`config.mk`:
```
export PLATFORM = sky130hd
export DESIGN_NAME = lpm_ctrl
export DESIGN_NICKNAME = d
export VERILOG_FILES = /design/src/rtl/lpm_pkg.sv /design/src/rtl/lpm_wake_sync.sv /design/src/rtl/lpm_tick_div.sv /design/src/rtl/lpm_span_timer.sv /design/src/rtl/lpm_ctrl.sv
export SDC_FILE = /design/constraint.sdc
export NUM_CORES = 1
export LEC_CHECK = 0
export BUFFER_PORTS_ARGS = -buffer_cell sky130_fd_sc_hd__buf_4
export CAP_MARGIN = 20
export CELL_PAD_IN_SITES_DETAIL_PLACEMENT = 1
export CELL_PAD_IN_SITES_GLOBAL_PLACEMENT = 1
export CORE_MARGIN = 3
export CORE_UTILIZATION = 38
export CTS_CLUSTER_SIZE = 28
export DETAILED_ROUTE_END_ITERATION = 6
export GPL_ROUTABILITY_DRIVEN = 0
export PLACE_DENSITY = 0.84
export SETUP_SLACK_MARGIN = 0.05
export SKIP_LAST_GASP = 1
export SLEW_MARGIN = 20
export SYNTH_ARGS = -nofsm -noshare
export SYNTH_HDL_FRONTEND = slang
export SYNTH_HIERARCHICAL = 1
export SYNTH_SLANG_ARGS = --single-unit
```
`constraint.sdc`:
```
create_clock -name clk -period 2.5 [get_ports clk]
set_clock_uncertainty 0.15 [all_clocks]
set_input_delay 0.25 -clock clk [delete_from_list [all_inputs] [get_ports clk]]
set_output_delay 0.25 -clock clk [all_outputs]
set_load 0.005 [all_outputs]
```
`src/rtl/lpm_pkg.sv`:
```
package lpm_pkg;

    typedef enum logic [1:0] {
        LPM_RUN    = 2'd0,
        LPM_HALT   = 2'd1,
        LPM_SETTLE = 2'd2,
        LPM_IDLE   = 2'd3
    } lpm_mode_e;

    typedef struct packed {
        logic core_en;
        logic osc_en;
        logic wd_inh;
        logic pad_hi;
        logic pad_z;
        logic halt_f;
        logic idle_f;
    } lpm_ctl_t;

    function automatic lpm_ctl_t lpm_decode(input lpm_mode_e m, input logic rc);
        lpm_ctl_t c;
        c.core_en = (m == LPM_RUN);
        c.osc_en  = (m != LPM_HALT);
        c.wd_inh  = (m == LPM_HALT) || (m == LPM_SETTLE);
        c.pad_hi  = (m == LPM_HALT) && rc;
        c.pad_z   = (m == LPM_HALT) && !rc;
        c.halt_f  = (m == LPM_HALT) || (m == LPM_SETTLE);
        c.idle_f  = (m == LPM_IDLE);
        return c;
    endfunction

endpackage

```
`src/rtl/lpm_wake_sync.sv`:
```
module lpm_wake_sync (
    input  logic clk,
    input  logic rst,
    input  logic async_in,
    output logic rise
);
    logic [2:0] sh;

    always_ff @(posedge clk) begin
        if (rst) sh <= 3'b000;
        else     sh <= {sh[1:0], async_in};
    end

    assign rise = sh[1] & ~sh[2];

    a_r12_single_rise: assert property (@(posedge clk) disable iff (rst)
        rise |=> !rise);
endmodule

```
`src/rtl/lpm_tick_div.sv`:
```
module lpm_tick_div #(
    parameter int DIV = 9
) (
    input  logic clk,
    input  logic rst,
    input  logic run,
    input  logic clr,
    output logic tick
);
    localparam int DW = (DIV > 2) ? $clog2(DIV) : 1;

    logic [DW-1:0] cnt;

    always_ff @(posedge clk) begin
        if (rst || clr || !run)            cnt <= '0;
        else if (cnt == DW'(DIV - 1))      cnt <= '0;
        else                               cnt <= cnt + 1'b1;
    end

    assign tick = run && (cnt == DW'(DIV - 1));

    a_r2_div_range: assert property (@(posedge clk) disable iff (rst)
        cnt < DW'(DIV));
endmodule

```
`src/rtl/lpm_span_timer.sv`:
```
module lpm_span_timer #(
    parameter int TW   = 13,
    parameter int MAXV = 4096
) (
    input  logic          clk,
    input  logic          rst,
    input  logic          ld,
    input  logic [TW-1:0] ld_val,
    input  logic          tick,
    output logic          expire
);
    logic [TW-1:0] cnt;

    always_ff @(posedge clk) begin
        if (rst)                     cnt <= '0;
        else if (ld)                 cnt <= ld_val;
        else if (tick && cnt != '0)  cnt <= cnt - 1'b1;
    end

    assign expire = tick && (cnt == TW'(1));

    a_r8_timer_cap: assert property (@(posedge clk) disable iff (rst)
        cnt <= TW'(MAXV));
endmodule

```
`src/rtl/lpm_ctrl.sv`:
```
module lpm_ctrl
    import lpm_pkg::*;
#(
    parameter int DIV       = 9,
    parameter int SETTLE_TC = 256,
    parameter int IDLE_EXP  = 12
) (
    input  logic clk,
    input  logic rst,
    input  logic halt_wr,
    input  logic idle_wr,
    input  logic halt_en,
    input  logic clkdly_wr,
    input  logic clkdly_d,
    input  logic osc_rc,
    input  logic wake_req,
    output logic core_clk_en,
    output logic osc_en,
    output logic wdog_inhibit,
    output logic cki_force_high,
    output logic cki_tristate,
    output logic halt_flag,
    output logic idle_flag,
    output logic resume_pulse,
    output logic restart_zero,
    output logic tc_tick
);
    localparam int IDLE_TC = 1 << IDLE_EXP;
    localparam int MAXV    = (SETTLE_TC > IDLE_TC) ? SETTLE_TC : IDLE_TC;
    localparam int TW      = $clog2(MAXV + 1);

    lpm_mode_e     mode, mode_n;
    lpm_ctl_t      ctl;
    logic          clkdly_q;
    logic          wake_rise;
    logic          tmr_ld;
    logic [TW-1:0] tmr_val;
    logic          tmr_exp;

    lpm_wake_sync u_sync (
        .clk      (clk),
        .rst      (rst),
        .async_in (wake_req),
        .rise     (wake_rise)
    );

    lpm_tick_div #(.DIV(DIV)) u_div (
        .clk  (clk),
        .rst  (rst),
        .run  (ctl.osc_en),
        .clr  (tmr_ld),
        .tick (tc_tick)
    );

    lpm_span_timer #(.TW(TW), .MAXV(MAXV)) u_tmr (
        .clk    (clk),
        .rst    (rst),
        .ld     (tmr_ld),
        .ld_val (tmr_val),
        .tick   (tc_tick),
        .expire (tmr_exp)
    );

    always_comb begin
        mode_n  = mode;
        tmr_ld  = 1'b0;
        tmr_val = '0;
        unique case (mode)
            LPM_RUN: begin
                if (halt_wr && halt_en) begin
                    mode_n = LPM_HALT;
                end else if (idle_wr) begin
                    mode_n  = LPM_IDLE;
                    tmr_ld  = 1'b1;
                    tmr_val = TW'(IDLE_TC);
                end
            end
            LPM_HALT: begin
                if (wake_rise) begin
                    if (!osc_rc || clkdly_q) begin
                        mode_n  = LPM_SETTLE;
                        tmr_ld  = 1'b1;
                        tmr_val = TW'(SETTLE_TC);
                    end else begin
                        mode_n = LPM_RUN;
                    end
                end
            end
            LPM_SETTLE: if (tmr_exp) mode_n = LPM_RUN;
            LPM_IDLE:   if (wake_rise || tmr_exp) mode_n = LPM_RUN;
            default:    mode_n = LPM_RUN;
        endcase
    end

    always_ff @(posedge clk) begin
        if (rst) begin
            mode     <= LPM_RUN;
            clkdly_q <= 1'b0;
        end else begin
            mode <= mode_n;
            if (clkdly_wr) clkdly_q <= clkdly_d;
        end
        restart_zero <= rst;
        resume_pulse <= !rst && (mode != LPM_RUN) && (mode_n == LPM_RUN);
    end

    assign ctl            = lpm_decode(mode, osc_rc);
    assign core_clk_en    = ctl.core_en;
    assign osc_en         = ctl.osc_en;
    assign wdog_inhibit   = ctl.wd_inh;
    assign cki_force_high = ctl.pad_hi;
    assign cki_tristate   = ctl.pad_z;
    assign halt_flag      = ctl.halt_f;
    assign idle_flag      = ctl.idle_f;

    a_r4_halt_blocked: assert property (@(posedge clk) disable iff (rst)
        (!halt_en && mode == LPM_RUN) |=> (mode != LPM_HALT));

    a_r5_settle_exit: assert property (@(posedge clk) disable iff (rst)
        (mode == LPM_SETTLE) |=> (mode == LPM_SETTLE || mode == LPM_RUN));

    a_r7_pad_excl: assert property (@(posedge clk) disable iff (rst)
        $onehot0({cki_force_high, cki_tristate}));

    a_r9_idle_wake: assert property (@(posedge clk) disable iff (rst)
        (mode == LPM_IDLE && wake_rise) |=> (mode == LPM_RUN));

    a_r11_resume: assert property (@(posedge clk) disable iff (rst)
        (!$past(rst) && $past(mode) != LPM_RUN && mode == LPM_RUN) |-> resume_pulse);
endmodule

```
# [After elaboration in Yosys (flattened, before gate mapping)]
# Index checks and enable logic that the tools add are counted.
[classes] add_sub_neg=2 n_eq_ne=6 muxes=19 n_bitwise=2 reduce_logical=22
[ops] op="$mux W13" n=4
[ops] op="$pmux W13 S2" n=1
[ops] op="$mux W9" n=2
[ops] op="$eq A13 B1 Y1 const B" n=1
[ops] op="$reduce_bool A13 Y1" n=1
[ops] op="$sub A13 B1 Y13 const B" n=1
[ops] op="$mux W2" n=6
[ops] op="$logic_and A1 B1 Y1" n=8
[ops] op="$pmux W2 S4" n=1
[ops] op="$logic_or A1 B1 Y1" n=5
[ops] op="$add A4 B1 Y4 const B" n=1
[ops] op="$eq A2 B2 Y1 const B" n=2
[ops] op="$eq A4 B4 Y1 const B" n=1
[ops] op="$logic_not A2 Y1" n=2
[ops] op="$mux W1" n=4
[ops] op="$reduce_bool A2 Y1" n=2
[ops] op="$logic_not A1 Y1" n=3
[ops] op="$eq A2 B1 Y1 const B" n=1
[ops] op="$ne A2 B1 Y1 const B" n=1
[ops] op="$pmux W1 S2" n=1
[ops] op="$reduce_or A2 Y1" n=1
[ops] op="$and A1 B1 Y1" n=1
[ops] op="$not A1 Y1" n=1
[totals] register_bits=25 inputBits=9 out_inout_bits=10 word_cells=58

# [Logic depth before layout (Yosys ltp)]
# Gate-level depths: netlist (run 1).
[depth] depth_word=8 mapped_depth=9

# [By module]
# The synthesis (run 1) kept the hierarchy.
[modules_own_cells] mod="lpm_span_timer" instances=1 cells_per_inst=102 area_each_um2=849.6
[modules_own_cells] mod="lpm_ctrl" instances=1 cells_per_inst=41 area_each_um2=334.1
[modules_own_cells] mod="lpm_tick_div" instances=1 cells_per_inst=20 area_each_um2=188.9
[modules_own_cells] mod="lpm_wake_sync" instances=1 cells_per_inst=7 area_each_um2=87.6

# [Worst setup path before layout (run 1)]
# OpenSTA, ideal clock, no wires.
[synth_path] kind="register to register" start="reg mode[1]" end="reg u_tmr.cnt[10]" arrival_time_ns=2.481 path_slack_ns=-0.216 path_stages_with_launch=9 path_buffers=0 path_cell_list="dfxtp_1 > inv_1 > ha_1 > inv_1 > nor3b_1 > nor4bb_1 > o2111ai_1 > xor2_1 > a211oi_1"
[synth_via] elab_chain_len=4
[synth_lines] element="start, declared" line="lpm_ctrl.sv:32" text="lpm_mode_e mode, mode_n;"
[synth_lines] element="start signal, assigned" line="lpm_ctrl.sv:100" text="mode <= mode_n;"
[synth_lines] element="$ne A2 B1 Y1" line="lpm_pkg.sv:23" text="c.osc_en = (m != LPM_HALT);"
[synth_lines] element="named net osc_en" line="lpm_ctrl.sv:18" text="output logic osc_en,"
[synth_lines] element="$logic_and A1 B1 Y1" line="lpm_tick_div.sv:20" text="assign tick = run && (cnt == DW'(DIV - 1));"
[synth_lines] element="named net tc_tick" line="lpm_ctrl.sv:26" text="output logic tc_tick"
[synth_lines] element="$logic_and A1 B1 Y1" line="lpm_span_timer.sv:17" text="else if (tick && cnt != '0) cnt <= cnt - 1'b1;"
[synth_lines] element="$reduce_bool A2 Y1 (no source line)"
[synth_lines] element="end signal, assigned" line="lpm_span_timer.sv:16" text="else if (ld) cnt <= ld_val;"
[synth_lines] element="end signal, assigned" line="lpm_span_timer.sv:17"
[synth_lines] element="end, declared" line="lpm_span_timer.sv:12" text="logic [TW-1:0] cnt;"
# The timed path passes the listed nets, and every way through them passes these cells.
# A chain may end at the register's enable or synchronous reset.

# [Worst setup path in the final report (run 1)]
[layout_path] start="reg mode[1]" end="reg mode[1]"
[layout_via] elab_chain_len=6
[layout_lines] element="$ne A2 B1 Y1 (*)" line="lpm_pkg.sv:23"
[layout_lines] element="$logic_and A1 B1 Y1 (*)" line="lpm_tick_div.sv:20"
[layout_lines] element="$logic_and A1 B1 Y1 (*)" line="lpm_span_timer.sv:20" text="assign expire = tick && (cnt == TW'(1));"
[layout_lines] element="named net tmr_exp" line="lpm_ctrl.sv:38" text="logic tmr_exp;"
[layout_lines] element="$logic_or A1 B1 Y1" line="lpm_ctrl.sv:90" text="LPM_IDLE: if (wake_rise || tmr_exp) mode_n = LPM_RUN;"
[layout_lines] element="$mux W2" line="lpm_ctrl.sv:90"
[layout_lines] element="$pmux W2 S4 (*)" line="lpm_ctrl.sv:68" text="unique case (mode)"
# The timed path passes the listed nets; every way through them passes the cells marked *.

==> results, run 1 <==
- Of the post-synthesis cell area, the part taken by muxes is 1.37%.
- The worst hold-check path type is in -> reg.
- The setup-violating endpoint count in the final report is 0.
- The mapped netlist covers 1460 um^2.
- The number of max-slew violations in the final report is 0.
- After legalization and detailed placement, the total HPWL measured 2880 um.
- Combinational logic burns 36.4% of the power.
- The area growth from synthesis to layout is 24.7%.
- In this run the horizontal extent of the chip is 68.0 um.
- The effective utilization at floorplan is 41.5%.
- The iteration count of the initial detailed-routing pass is 4.
- In this run the power density over the cells is 664 nW/um^2.
- The gate count of the mapped netlist is 170.
- The achievable clock frequency is 0.439 GHz.
- The pin count of the biggest net entering global routing is 25.
- The share of the synthesized area in the top cell type is 34.3%.
- The count of buffers added on input and output ports is 18.
- The final worst slack is 0.223 ns.
- The routed via count is 1,362.
- Counting flops with a built-in enable in the synthesized netlist gives 0.
- The run finished with clean final reports.
- The all-layer global routing usage is 18.3%.
- TritonCTS built the clock tree.
- The number of antenna violations at the first check in global routing was 0.
- The analysis attributes to cell leakage a power of 0.743 nW.
- Wires add up to 3930 um.
- The post-place setup slack is 0.0580 ns.
- The synthesized netlist devotes 7.71% of its cell area to adder and majority cells.
- The number of buffers on the longest clock path is 2.
- The register clock-pin slew on the reported worst setup and hold paths is 0.09 ns.
- The hold violation count in the final report came to 0.
- The number of global-route vias before repair is 1,442.
- Max-cap violations in this run came to 0.
- In this run the standard cell core region covers 3520 um^2.
- Of the total synthesized cell area, the portion taken by AND, OR, NAND and NOR gates is 25.1%.
- The floorplan has 21 rows.
- After synthesis, the share of flip-flops with an asynchronous set or reset is 0%.
- The sum of negative setup slack is 0 ns.
- The cell taking the most area after synthesis is dfxtp_1.
- For this design the total switching power over the nets is 0.443 mW.
- The post-layout net count is 226.
- Among all flip-flop cells after synthesis, the most frequent one is dfxtp_1.
- After synthesis, the largest family of logic cells by area is simple AND/OR/NAND/NOR gates.
- The fraction of power consumed by sequential logic is 42.7%.
- For this run, design rule violations remaining after detail routing come to 0.
- Internal power comes to 0.766 mW.
- The detail route stage leaves a number of antenna-violating nets equal to 0.
- The synthesized design contains 25 register bits.
- Setup repair after global routing left no endpoint under its margin.
- The share of the Yosys chip area taken by registers is 34.3%.
- Dividing the detail-routed wire length by the instance count gives 15.5 um.
- The xor and xnor fraction of the mapped netlist area is 3.60%.
- The per-instance average area after synthesis is 8.59 um^2.
- After layout, the worst path uses 91.1% of the clock period.
- The critical path in this run is classified as reg -> reg.
- The number of warnings printed during yosys synthesis is 6.
- The peak ir drop on the vdd network is 320 uV.
- The critical path data arrival time is 2.28 ns.
- The count of hold-fix buffers inserted at cts is 0.
- Measured along the y axis, the die boundary spans 68.0 um.
- The area fraction in compound gates after synthesis is 20.7%.
- The relative contribution of the clock network to total power is 21.0%.
- The number of H-tree levels is 1.
- At the worst endpoint, the required time is 2.50 ns.
- By area the synthesized netlist is led by dfxtp_1, ha_1, nor2_1.
- The clock insertion delay at the later pin of the skew report is 0.27 ns.
- Of all nets on the critical path, the largest fanout is 4.
- The total overflow reported by the global router is 0.
- STA classifies the critical path endpoint as a flip-flop.
- The launching element type of the critical path is a flip-flop.
- The initial detailed-routing violation count is 44.
- After detailed routing, the number of vias per cell comes to 5.38.
- The die covers 4620 um^2.
- The count of distinct cell types in the synthesized netlist is 47.
- Fill cells in the final layout number 441.
- The share of post-route cells with drive strength above 1 is 24.2%.
- Pin placement for this block handled 19 I/O pins.
- The wire length of the first global-routing pass is 6380 um.
- For this design, the sink count on the clock tree is 25.
- The switching share of total power is 36.7%.
- The time the worst path needs with I/O delays and setup is 2.28 ns.
- The count of antenna diodes in the layout is 0.
- The root buffer cell chosen for the clock tree is clkbuf_8.
- In this run, CTS created clock tree buffers numbering 3.
stage by stage:
step | utilization, % | hold slack, ns | area (um^2) | power, mW | std cells
6_report | 51.7 | 0.0827 | 1820 | 1.21 | 253
5_1_grt | 51.7 | 0.0899 | 1820 | 1.28 | 253
4_1_cts | 50.6 | 0.0889 | 1780 | 1.20 | 251
3_5_place_dp | 49.2 | 0.308 | 1730 | 0.941 | 247
3_3_place_gp | 49.2 | 0.271 | 1730 | 0.912 | 247
2_1_floorplan | - | 0.128 | 1510 | 0.785 | 180
sequential cells by signal (all words and copies together), names as in the netlist:
name	cells
u_tmr/cnt	13
u_div/cnt	4
u_sync/sh	3
mode	2
clkdly_q	1
restart_zero	1
resume_pulse	1
power groups by stage:
stage | combinational, mW | clock, mW | sequential, mW
finish | 0.440 | 0.254 | 0.516
detailed placement | 0.418 | 0 | 0.523
CTS | 0.424 | 0.259 | 0.515
floorplan | 0.282 | 0 | 0.502
global route | 0.487 | 0.272 | 0.524
global placement | 0.396 | 0 | 0.516
layout by cell type (no fill, tap or decap), drive strengths merged, types with 2 or more instances in the layout:
| cell | n |
|---|---|
| conb | 11 |
| o2111ai | 3 |
| and3 | 2 |
| dfxtp | 25 |
| mux2i | 2 |
| o31a | 2 |
| ha | 9 |
| a21oi | 3 |
| buf | 28 |
| nor2b | 6 |
| xnor2 | 2 |
| a221oi | 3 |
| or3 | 2 |
| inv | 18 |
| nand4b | 3 |
| clkbuf | 4 |
| nand3 | 7 |
| nor4 | 4 |
| a211oi | 6 |
| o21ai | 3 |
| o41ai | 2 |
| o31ai | 2 |
| nor2 | 27 |
| a311oi | 4 |
| nand2 | 8 |
| o211ai | 5 |
| or4 | 4 |
| xor2 | 4 |
synthesized netlist by cell type, drive strengths merged, types with 4 or more instances:
master	instances
a211oi	6
a311oi	4
dfxtp	25
ha	9
inv	18
nand2	8
nand3	7
nor2	27
nor2b	6
nor4	4
o211ai	5
or4	4
xor2	4
cell type report:
type                    instances  area, um^2  area share, %
flip-flops and latches         25         504           27.7
repair buffers                 28         210           11.5
inverters                      19        71.3           3.92
clock buffers                   4        45.0           2.47
multi-input cells             131         932           51.2
well taps                      46        57.6           3.16
per-layer routing:
layer / track usage (%) / vias to the layer above / wire [um]
met3: 3.28 / 4 / 105
li1: - / 676 / -
met1: 19.4 / 657 / 1670
met4: 7.94 / 0 / 54
met2: 34.7 / 25 / 2110
met5: 0 / - / 0
worst max-delay path, stage by stage, from the launching register on:
cell	delay [ns]
dfxtp_4	0.38
inv_1	0.06
ha_2	0.20
inv_1	0.08
nor3b_4	0.19
nand4b_1	0.15
nor4_2	0.34
inv_1	0.09
a221oi_2	0.39
o211ai_1	0.12
kinds of logic (layout without fill, tap and decap cells):
kind of cell	count (synthesis)	after routing
muxes	2	2
AOI/OAI and AO/OA	36	36
other	1	11
xor gates and xnor gates	6	6
buffers and inverters	24	51
adders and majority gates	9	9
and+or+nand+nor	67	67
DFF	25	25
worst paths after layout:
check,from,to,slack (ns),cells after the start
hold reg to reg,u_sync/sh[0],u_sync/sh[1],0.31,1
setup / recovery,mode[1],mode[1],0.22,9
setup reg to reg,mode[1],mode[1],0.22,9
hold / removal,clkdly_d,clkdly_q,0.08,3
timing repair:
action | 4_1_cts | 5_1_grt
endpoints found under the setup margin | 2 | 10
gates resized for setup | 1 | 6
setup buffers | 0 | 2
pin swaps | 0 | 7
Note: power is estimated with default switching activity, not from simulation.
==> run 2: changes to the inputs <==
- REMOVE_ABC_BUFFERS: not set -> 1
==> run 2 against run 1 <==
Compared with the run above: die area did not move; wire length increased by 0.81%; largest power group unchanged; cell area shrank 1.7%; critical path depth is 3 lower; core utilization is 0.89 points lower; sequential share of layout area grew 0.27 points; final cell count fell by 0.40%; non-clock buffer count shrank 1; worst setup slack lost 0.0055 ns; highest routed layer unchanged.
==> results, run 2 (synthesized netlist as in run 1, its figures left out) <==
- After clock tree synthesis, the clock-pin slew on the worst setup and hold paths is 0.09 ns.
- TritonCTS built the clock tree.
- The wire length of the first global-routing pass is 6510 um.
- Setup repair after global routing left no endpoint under its margin.
- CTS placed an instance of clkbuf_8 at the clock tree root.
- The area growth from synthesis to layout is 22.5%.
- The hold violation count in the final report was 0.
- The worst register-to-register path has a depth of 6.
- The share of post-route cells with drive strength above 1 is 21.4%.
- The critical path data arrival time is 2.28 ns.
- The floorplan step set the die width to 68.0 um.
- Dividing the detail-routed wire length by the instance count gives 15.7 um.
- The number of top-level pins is 19.
- Input and output buffers added on the ports amount to 18.
- The wire length reported by the detailed router is 3960 um.
- Leaving out fill and tap cells, the most frequent cell in the layout is buf_4.
- The number of antenna violations at the first check in global routing came to 0.
- Entering global routing, the biggest net connects 25 pins.
- Global routing used 18.8% of the available tracks.
- The smallest clock period supported by the final layout is computed as 2.28 ns.
- The source of the worst register-to-register timing path is u_tmr/cnt[8].
- The total clock sinks is 25.
- In this run the most critical hold path is launched from wake_req.
- The largest incremental delay on the critical path is 0.66 ns.
- The worst setup path is captured at a flip-flop.
- The largest registers in the layout are u_tmr/cnt: 13 flops, u_div/cnt: 4 flops, u_sync/sh: 3 flops.
- The number of antenna diodes in the final layout is 0.
- In this run the critical register-to-register path is captured at mode[1].
- For this run, the detailed router's first-pass iteration total came to 4.
- The end point of the most critical hold path is u_sync/sh[0].
- The HPWL reported at the end of detailed placement is 3050 um.
- The post-layout net count is 225.
- The routed layout has 1,375 vias.
- The run finished with clean final reports.
- The die footprint is 4620 um^2.
- For this run the aggregate overflow at the end of global routing stands at 0.
- The reported leakage power is 0.738 nW.
- The initial detailed-routing violation count is 70.
- The gate family responsible for the most delay along the worst path is simple AND/OR/NAND/NOR gates.
- The number of buffers and inverters on the critical path is 1.
- The achievable clock frequency is 0.438 GHz.
- The cell type of the slowest stage on the worst timing path is or4_1.
- IR analysis of the VDD net gives a maximum drop of 328 uV.
- The critical path required time is 2.50 ns.
- The library cells used most frequently in the layout, excluding fill and tap cells, are buf_4, nor2_1, dfxtp_1, inv_1, conb_1.
- Counting the buffers created by CTS gives 3.
- The power density relative to cell area is 670 nW/um^2.
- The sum of negative setup slack is 0 ns.
- The critical path class is reg -> reg.
- In this run the worst path has a maximum fanout of 7.
- The cell count of the worst hold path is 2.
- The count of max-cap constraint violations is 0.
- Once detail routing completed, the nets flagged for antenna violations numbered 0.
- In this run the core area contains 21 standard-cell rows.
- STA classifies the critical path startpoint as a flip-flop.
- The number of vias per cell is 5.46.
- The worst hold-check path type is in -> reg.
- The post-route clock period utilization is 91.3%.
- The number of global-route vias before repair came to 1,354.
- The register containing the most flip-flops in the final layout is u_tmr/cnt.
- The die span in y is 68.0 um.
- The number of flip-flops in the largest register is 13.
- The tightest hold path in the finished design has a slack of 0.0391 ns.
- The number of H-tree levels is 1.
- The number of max-slew violations in the final report is 0.
- Setup violations remaining at the end of the flow were counted as 0.
- The critical path starts at u_tmr/cnt[8].
- Clock latency on the worst-skew pair, taken at its later pin, is 0.27 ns.
- Across all register-to-register paths, the minimum setup slack is 0.22 ns.
- The critical path goes through or4_1 -> nor4_1 -> nor2_1 -> a221oi_2 -> buf_4 -> o211ai_1.
- The total DRC errors in the routed layout is 0.
- The effective utilization at floorplan is 41.5%.
- The floorplan step defined a core boundary enclosing 3520 um^2.
- The number of buffers on the longest clock path is 2.
==> run 2: changes by cell type in the layout (fill, tap and decap cells not counted), sizes merged <==
| cell | delta |
|---|---|
| buf | -1 |
==> run 2: power by group <==
group | internal (mW) | switching, mW
Sequential | 0.449 | 0.0631
Combinational | 0.201 | 0.242
Clock | 0.114 | 0.129
==> run 2: what timing repair did <==
action,CTS,global route
gates resized for setup,1,2
hold buffers,0,0
pin swaps,0,1
endpoints found under the setup margin,5,5
setup buffers,0,1
==> run 2: metal layers <==
metal  global-route usage [%]  part of all wire (%)
met4                     5.46                   1.3
met1                     23.2                    42
met5                        0                     0
met2                     33.0                    53
met3                     3.61                   3.9
==> run 2: area by class of cell <==
type | instances | area (um^2)
Fill cell | 450 | 1730
Multi-Input combinational cell | 131 | 912
Sequential cell | 25 | 500
Timing Repair Buffer | 27 | 203
Inverter | 19 | 71.3
Tap cell | 46 | 57.6
Clock buffer | 4 | 45.0
==> run 2: worst max path at each step <==
stage | end | slack (ns) | depth (start not counted)
finish | mode[1] | 0.22 | 6
global route | mode[1] | 0.05 | 10
CTS | mode[1] | 0.18 | 8
detailed placement | u_tmr/cnt[9] | 0.04 | 6
global placement | mode[1] | 0.24 | 8
floorplan | u_tmr/cnt[10] | -0.22 | 8
==> run 2: worst reg2reg max path, delay by kind of cell (launching register included) <==
| family | cells | cell delay [ns] |
|---|---|---|
| buffers and inverters | 1 | 0.17 |
| and+or+nand+nor | 3 | 1.12 |
| DFF | 1 | 0.38 |
| AOI/OAI and AO/OA | 2 | 0.33 |
==> run 2: per-stage QoR <==
step	total power, mW	utilization [%]	worst slack, ns	instance area (um^2)	std cells
finish	1.20	50.8	0.218	1790	252
global route	1.28	50.8	0.0519	1790	252
CTS	1.19	50.3	0.181	1770	251
detailed placement	0.948	48.9	0.0418	1720	247
global placement	0.915	48.9	0.239	1720	247
floorplan	0.765	-	-0.216	1470	175
==> run 3: changes to the inputs <==
- clock period: 2.5 -> 2 ns (I/O delays scaled with it)
==> run 3 against run 2 <==
Compared with the run above: the flow now finishes with violations (setup timing); power increased by 56%; global-route usage is 5.7 points higher; maximum frequency down 3.4%; die area unchanged; final cell count rose by 16%; flip-flop and latch count stayed put; combinational power increased by 110%; core utilization is 14 points higher; largest cell class unchanged.
==> results, run 3 (synthesized netlist as in run 1, its figures left out) <==
- The flow ran to the end, but the final reports show violations.
- The final reports fail on setup timing.
- Dividing the detail-routed wire length by the instance count gives 21.9 um.
- The end point of the most critical hold path is clkdly_q.
- For this configuration, the core starts out at a cell density of 41.5%.
- The count of antenna diodes in the layout is 0.
- The library cells used most frequently in the layout, excluding fill and tap cells, are buf_4, nor2_1, dfxtp_1, inv_1, conb_1.
- The register clock-pin slew on the reported worst setup and hold paths is 0.10 ns.
- The number of buffers on the longest clock path is 2.
- The largest driver fanout on the critical path is 5.
- For this design the ratio of total power to cell area is 819 nW/um^2.
- In this run, the clock network consumes 17.3% of the power.
- The worst setup path is captured at a flip-flop.
- The worst hold-check path type is in -> reg.
- Using the TritonRoute via totals, the vias-per-cell ratio works out to 5.65.
- The worst-case IR drop observed on VDD is 429 uV.
- The total of buffers placed on input and output ports is 18.
- The die footprint is 4620 um^2.
- The startpoint identified for the worst hold timing path is clkdly_d.
- In the finished design, the share of the clock period the worst path needs comes to 118%.
- The post-route total power is 1.87 mW.
- The launching element type of the critical path is a flip-flop.
- The number of global-route vias before repair is 1,697.
- On the final layout, the worst hold slack is 0.0497 ns.
- The cell sitting at the root of the clock tree is a clkbuf_8.
- Cell internal power was estimated by the tool at 1.12 mW.
- The sum of negative setup slack is -4.19 ns.
- For the pin with the worst max-slew slack, the measured transition is 0.491 ns.
- Summed over all layers, the global routing overflow is 0.
- The register with the most flip-flops in the layout has 13 of them.
- The number of cell rows is 21.
- From synthesis to final layout, the design area changed by 56.6%.
- The fraction of power consumed by sequential logic is 33.7%.
- Counting flops per register, the top entry is u_tmr/cnt.
- The final worst slack is -0.364 ns.
- Measured in cells, the most critical reg-to-reg path has a length of 11.
- The number of top-level pins is 19.
- Subtracting the final worst setup slack from the clock period gives 2.36 ns.
- Summed over all layers, the routed wires come to 6390 um.
- The number of max-slew violations in the final report is 0.
- The HPWL reported at the end of detailed placement is 3220 um.
- Setup violations remaining at the end of the flow were counted as 21.
- The die is 68.0 um wide.
- In this run the vertical extent of the chip is 68.0 um.
- The endpoint of the worst register-to-register path is u_tmr/cnt[8].
- The achievable clock frequency is 0.423 GHz.
- Timing analysis after detailed placement gives a worst setup slack of -0.255 ns.
- Across the run, the number of max-cap violations was 0.
- The core region is 3520 um^2.
- The hold violation count in the final report is 0.
- The total clock sinks is 25.
- For this run, design rule violations remaining after detail routing come to 0.
- In this run the critical register-to-register path is launched from mode[1].
- Entering global routing, the biggest net connects 25 pins.
- Per report_power, the combinational group accounts for 49.1% of the total.
- The number of clock buffers inserted by TritonCTS is 3.
- The analysis attributes to net switching a power of 0.749 mW.
- In this run the tightest slew margin relative to its limit is 67.0%.
- Across all register-to-register paths, the minimum setup slack is -0.36 ns.
- In the final design database the tool counted 265 nets.
- The number of antenna violations at the first check in global routing is 0.
- The final cell utilization of the core is 64.9%.
- The library cell used most frequently in the layout, excluding fill and tap cells, is buf_4.
- TritonCTS built the clock tree.
- The sequential cell area is 504 um^2.
- Counting the fill cells in the layout gives 406.
- The routed via count is 1,650.
- At the worst endpoint, the required time is 2.04 ns.
- For the worst-skew pair, the clock arrives at the later sink with an insertion delay of 0.28 ns.
- The all-layer global routing usage is 24.5%.
- The cell count of the worst hold path is 3.
- Summing all multi-input logic gate instances after layout gives 1050 um^2.
- The critical path in this run is classified as reg -> reg.
- The iteration count of the initial detailed-routing pass is 4.
- Setup repair after global routing could not meet its margin everywhere.
- In this run switching power makes up 40.0% of total power.
- The initial detailed-routing violation count is 75.
- The share of post-route cells with drive strength above 1 is 44.3%.
- The wire length of the first global-routing pass is 8470 um.
- The reported leakage power is 0.976 nW.
- The remaining antenna violation count is 0.
- The critical path data arrival time is 2.41 ns.
- In this run the number of H-tree levels came out at 1.
- The largest registers in the layout are u_tmr/cnt: 13 flops, u_div/cnt: 4 flops, u_sync/sh: 3 flops.
-- run 3: cell count changes in the layout (fill, tap and decap cells not counted), sizes merged --
cell / change
buf: +38
clkinvlp: +1
dlygate4sd3: +1
-- run 3: timing repair --
item,4_1_cts,5_1_grt
endpoints found under the setup margin,15,15
gates resized for setup,27,14
hold buffers,1,0
buffers inserted,6,12
cloned,0,1
hold endpoints to repair,1,0
pin swaps,17,11
-- run 3: stage by stage --
step | cells | cell area (um^2)
2_1_floorplan | 175 | 1470
3_3_place_gp | 269 | 1900
3_5_place_dp | 269 | 1900
4_1_cts | 280 | 2120
5_1_grt | 292 | 2290
6_report | 292 | 2290
-- run 3: worst max path at each step --
stage | startpoint | slack (ns) | to | cells after the start
detailed placement | u_div/cnt[0] | -0.25 | mode[1] | 10
global placement | mode[1] | -0.13 | mode[1] | 10
CTS | u_div/cnt[1] | -0.27 | mode[1] | 10
floorplan | mode[1] | -0.72 | u_tmr/cnt[10] | 8
finish | mode[1] | -0.36 | u_tmr/cnt[8] | 11
global route | mode[1] | -0.45 | u_tmr/cnt[9] | 9
-- run 3: layout make-up --
| cell class | count | share of cell area (%) |
|---|---|---|
| Clock inverter | 1 | 0.219 |
| Multi-Input combinational cell | 131 | 46.0 |
| Timing Repair Buffer | 67 | 24.1 |
| Sequential cell | 25 | 22.1 |
| Inverter | 19 | 3.28 |
| Clock buffer | 3 | 1.81 |
| Tap cell | 46 | 2.52 |
-- run 3: per-layer routing --
metal	routed length [um]	up-vias	global-route usage [%]
met4	211	0	9.43
met2	3350	60	45.5
met3	263	23	3.12
met5	0	-	0
li1	-	755	-
met1	2560	812	28.2
-- run 3: worst max-delay path, cell delays in order, from the launching register on --
cell	delay, ns
dfxtp_2	0.36
inv_2	0.06
ha_4	0.16
inv_2	0.06
nor3b_2	0.17
buf_4	0.16
buf_6	0.10
nor4bb_4	0.26
buf_6	0.17
o211ai_1	0.15
xor2_1	0.21
a211oi_2	0.26
-- run 3: power by group through the flow --
stage	Combinational, mW	Sequential [mW]	Clock (mW)
after floorplan	0.325	0.632	0
after global placement	0.634	0.612	0
after detailed placement	0.665	0.617	0
after CTS	0.749	0.618	0.319
after global routing	0.970	0.636	0.354
final	0.918	0.631	0.323
